[config.mk]
export PLATFORM = sky130hd
export DESIGN_NAME = pin_out_port
export DESIGN_NICKNAME = d
export VERILOG_FILES = /design/src/rtl/pin_out_pkg.sv /design/src/rtl/pin_out_decode.sv /design/src/rtl/pin_out_merge.sv /design/src/rtl/pin_out_reg.sv /design/src/rtl/pin_out_port.sv
export SDC_FILE = /design/constraint.sdc
export NUM_CORES = 1
export LEC_CHECK = 0
export BUFFER_PORTS_ARGS = -buffer_cell sky130_fd_sc_hd__buf_2
export CELL_PAD_IN_SITES_DETAIL_PLACEMENT = 0
export CELL_PAD_IN_SITES_GLOBAL_PLACEMENT = 2
export CORE_ASPECT_RATIO = 0.5
export CORE_UTILIZATION = 22
export CTS_CLUSTER_DIAMETER = 60
export DETAILED_ROUTE_END_ITERATION = 16
export PLACE_DENSITY_LB_ADDON = 0.3
export SYNTH_ARGS = -nofsm -noshare
export SYNTH_HDL_FRONTEND = slang
export SYNTH_SLANG_ARGS = --single-unit
[constraint.sdc]
create_clock -name clk_i -period 3.2 [get_ports clk_i]
set_input_delay 0.8 -clock clk_i [delete_from_list [all_inputs] [get_ports clk_i]]
set_output_delay 0.8 -clock clk_i [all_outputs]
set_load 0.05 [all_outputs]
[src/rtl/pin_out_pkg.sv]
package pin_out_pkg;
  localparam int unsigned BUS_W  = 32;
  localparam int unsigned PORT_W = 16;
  localparam int unsigned OFF_W  = 8;

  typedef struct packed {
    logic data_we;
    logic sc_we;
    logic data_rd;
  } sel_t;
endpackage

[src/rtl/pin_out_decode.sv]
module pin_out_decode
  import pin_out_pkg::*;
#(
  parameter int unsigned OFF_W_P  = OFF_W,
  parameter logic [OFF_W_P-1:0] DATA_OFF = 8'h0C,
  parameter logic [OFF_W_P-1:0] SC_OFF   = 8'h10
) (
  input  logic [OFF_W_P-1:0] addr_i,
  input  logic               wr_en_i,
  input  logic               rd_en_i,
  output sel_t               sel_o
);
  logic hit_data, hit_sc;

  // full-address compare: unaligned and aliased offsets are unmapped
  assign hit_data = (addr_i == DATA_OFF);
  assign hit_sc   = (addr_i == SC_OFF);

  always_comb begin
    sel_o         = '0;
    sel_o.data_we = wr_en_i & hit_data;
    sel_o.sc_we   = wr_en_i & hit_sc;
    sel_o.data_rd = rd_en_i & hit_data;
  end
endmodule

[src/rtl/pin_out_merge.sv]
module pin_out_merge
  import pin_out_pkg::*;
#(
  parameter int unsigned W = PORT_W
) (
  input  logic [W-1:0] cur_i,
  input  logic [W-1:0] load_i,
  input  logic [W-1:0] set_i,
  input  logic [W-1:0] clr_i,
  input  logic         load_en_i,
  input  logic         sc_en_i,
  output logic [W-1:0] nxt_o
);
  for (genvar b = 0; b < W; b++) begin : g_bit
    always_comb begin
      nxt_o[b] = cur_i[b];
      if (load_en_i) begin
        nxt_o[b] = load_i[b];
      end else if (sc_en_i) begin
        // set checked last so it dominates clear
        if (clr_i[b]) nxt_o[b] = 1'b0;
        if (set_i[b]) nxt_o[b] = 1'b1;
      end
    end
  end
endmodule

[src/rtl/pin_out_reg.sv]
module pin_out_reg
  import pin_out_pkg::*;
#(
  parameter int unsigned W = PORT_W
) (
  input  logic         clk_i,
  input  logic         rst_ni,
  input  logic         en_i,
  input  logic [W-1:0] d_i,
  output logic [W-1:0] q_o
);
  always_ff @(posedge clk_i or negedge rst_ni) begin
    if (!rst_ni)   q_o <= '0;
    else if (en_i) q_o <= d_i;
  end
endmodule

[src/rtl/pin_out_port.sv]
module pin_out_port
  import pin_out_pkg::*;
#(
  parameter int unsigned DW = BUS_W,
  parameter int unsigned PW = PORT_W,
  parameter int unsigned AW = OFF_W,
  parameter logic [AW-1:0] DATA_OFF = 8'h0C,
  parameter logic [AW-1:0] SC_OFF   = 8'h10
) (
  input  logic          clk_i,
  input  logic          rst_ni,
  input  logic [AW-1:0] addr_i,
  input  logic          wr_en_i,
  input  logic [DW-1:0] wdata_i,
  input  logic          rd_en_i,
  output logic [DW-1:0] rdata_o,
  output logic [PW-1:0] pins_o
);
  localparam int unsigned PAD_W = DW - PW;

  sel_t          sel;
  logic [PW-1:0] q, nxt;

  pin_out_decode #(
    .OFF_W_P (AW),
    .DATA_OFF(DATA_OFF),
    .SC_OFF  (SC_OFF)
  ) u_dec (
    .addr_i (addr_i),
    .wr_en_i(wr_en_i),
    .rd_en_i(rd_en_i),
    .sel_o  (sel)
  );

  pin_out_merge #(.W(PW)) u_mrg (
    .cur_i    (q),
    .load_i   (wdata_i[PW-1:0]),
    .set_i    (wdata_i[PW-1:0]),
    .clr_i    (wdata_i[2*PW-1:PW]),
    .load_en_i(sel.data_we),
    .sc_en_i  (sel.sc_we),
    .nxt_o    (nxt)
  );

  pin_out_reg #(.W(PW)) u_reg (
    .clk_i (clk_i),
    .rst_ni(rst_ni),
    .en_i  (sel.data_we | sel.sc_we),
    .d_i   (nxt),
    .q_o   (q)
  );

  assign pins_o  = q;
  assign rdata_o = sel.data_rd ? {{PAD_W{1'b0}}, q} : '0;
endmodule

==> impl_metrics.json <==
{
  "placementRows": 18,
  "grt_antenna_before_repair": 0,
  "dr.pass1.iters": 4,
  "drv_slew": 0,
  "gp_congestion": 0.620,
  "met3_usage_pct": 2.91,
  "core-area_um2": 5040,
  "clockRootBuffer": "clkbuf_8",
  "fillCellCount": 535,
  "arrival_ps": 1960,
  "synth_edf_count": 0,
  "die_y_um": 53.8,
  "ys_seq_area_share_pct": 34.0,
  "diodes": 0,
  "via_count": 1124,
  "rsz0062_at_grt": "no",
  "synth_cell_type_count": 18,
  "cp-startpoint": "addr_i[7]",
  "dpl-instance-area_um2": 1580,
  "cp_cell_sequence": "buf_2, nor4_1, and4b_1, buf_4, and2_1, buf_2",
  "ys_async_sr_fraction_pct": 100,
  "synth.area.top_cells": "dfrtp_1 (34%), nor4bb_1 (13%), a22o_1 (12%)",
  "setup_tns_ps": 0,
  "path_class": "input port to primary output",
  "period_share_pct": 86.2,
  "ir_drop_uv": 98.4,
  "reg2reg_from": "u_reg.q_o[8]",
  "worst_path_most_repeated_cell": "buf_2",
  "stdcell_area_um2": 1630,
  "viasPerCell": 4.34,
  "drive_gt1_share_pct": 47.1,
  "clk_latency_ps": 250,
  "die-area_um2": 5670,
  "cts_buffer_depth": 2,
  "hold_viol_final": 0,
  "area_growth_pct": 38.4,
  "fmax_ghz": 0.363,
  "ys.flop_type": "dfrtp_1",
  "grt_overflow": 0,
  "tritoncts": "yes",
  "slowest_delay_ps": 250,
  "final_antenna_net_count": 0,
  "drtIter0Drc": 25,
  "yosys_warnings": 0,
  "port_buffers": 75,
  "ys_top_cells_by_count": "a22o_1 (16), and2_1 (16), buf_4 (16), dfrtp_1 (16), o211ai_1 (16)",
  "p_per_area_nw_per_um2": 372,
  "multiInputGateArea_um2": 661,
  "whs_ps": 451,
  "yosysTopAreaCellShare_pct": 34.0,
  "post-dp-hpwl_um": 2750,
  "cp_slowest_cell": "buf_2",
  "postCtsSetupRepairBufs": 0,
  "fp.dieW_um": 106,
  "p_leak_nw": 0.878,
  "synth.avg_cell_area_um2": 10.4,
  "top_register": "u_reg.q_o",
  "clk_pin_slew_worst_paths_ps": 60,
  "start_kind": "input port",
  "start_util_pct": 23.4,
  "cts_buffers": 3,
  "post_cts_resized": 0,
  "grt_pass1_vias": 1026,
  "htreeDepth": 1,
  "clock_sinks": 16,
  "boundaryPins": 92,
  "synthCells": 113,
  "setup_viol": 0,
  "top_usage_layer": "met2",
  "skew_ps": 0,
  "nNetsFinal": 234,
  "cp-end-kind": "primary output",
  "min_period_ps": 2760,
  "status": "finished, final reports clean",
  "largestRegisters": "u_reg.q_o (16)",
  "min_path_type": "input port to async pin",
  "critPathRequiredTime_ps": 2400,
  "routedWlPerCell_um": 13.3,
  "maxCapViolCount": 0,
  "seqCellArea_um2": 400,
  "critPathMaxFanout": 16,
  "largest_reg_flops": 16,
  "syn_area_um2": 1180,
  "routed_wl_um": 3450,
  "gr-usage-met1_pct": 18.1,
  "synth_area_leader_cell": "dfrtp_1",
  "grt.met2_usage_pct": 19.7,
  "grt_usage_pct": 12.9,
  "power_w": 0.000607,
  "grt_max_degree": 18,
  "ys_ff_latch": 16,
  "grt_first_pass_wirelength_um": 5470,
  "ctsHoldBuffers": 0,
  "drcViolationCount": 0
}
## through the flow
| stage | instances | setup slack (ps) | util [%] |
|---|---|---|---|
| global placement | 255 | 428 | 31.3 |
| finish | 259 | 442 | 32.3 |
| CTS | 259 | 424 | 32.3 |
| floorplan | 128 | 429 | - |
| detailed placement | 255 | 424 | 31.3 |
| global route | 259 | 368 | 32.3 |
## critical path, delay by kind of cell
| family | cells | cell delay (ps) |
|---|---|---|
| buf+inv | 3 | 540 |
| simple gates | 3 | 600 |
## report_power, final
| part | leakage (nW) | total, W | internal, W | switching (W) |
|---|---|---|---|---|
| combinational | 0.631 | 0.000199 | 0.0000567 | 0.000142 |
| sequential | 0.218 | 0.000233 | 0.000219 | 0.0000131 |
| clock | 0.0288 | 0.000176 | 0.000109 | 0.0000666 |
| total | 0.878 | 0.000607 | 0.000385 | 0.000222 |
## logic make-up after synthesis
logic type             synth area share, %
buffers and inverters                 14.8
other                                0.318
flip-flops                            34.0
AO/OA/AOI/OAI                         23.6
AND/OR/NAND/NOR                       27.4
## metal layers
metal | wire length, um | vias up
li1 | - | 563
met1 | 1750 | 507
met2 | 1430 | 50
met3 | 228 | 4
met4 | 43 | 0
met5 | 0 | -
## worst paths after layout
check,slack [ps],cells after the start,endpoint
worst min-delay path,450,1,u_reg.q_o[9]
worst max register to register,2480,1,u_reg.q_o[8]
max in group asynchronous,2490,1,u_reg.q_o[3]
min in group clk_i,510,1,u_reg.q_o[11]
worst max-delay path,440,6,rdata_o[9]
worst min register to register,510,1,u_reg.q_o[11]
## cells in the final DEF (no fill, tap or decap), drive strengths merged
cell    Yosys  layout
nor2        1       1
dfrtp      16      16
buf        22      82
a22o       16      16
and2       16      16
o211a       1       1
nor4b       1       1
and4bb      1       1
and4b       1       1
o211ai     16      16
nor4bb     15      15
clkbuf      3       4
nor4        1       1
and3b       1       1
conb        1      16
nor3b       1       1
## final cells by class
type,count,area share (%)
multi-input cells,87,40.5
clock buffers,4,3.37
repair buffers,82,26.2
well taps,70,5.37
flip-flops and latches,16,24.5
(Power assumes the default switching activity.)
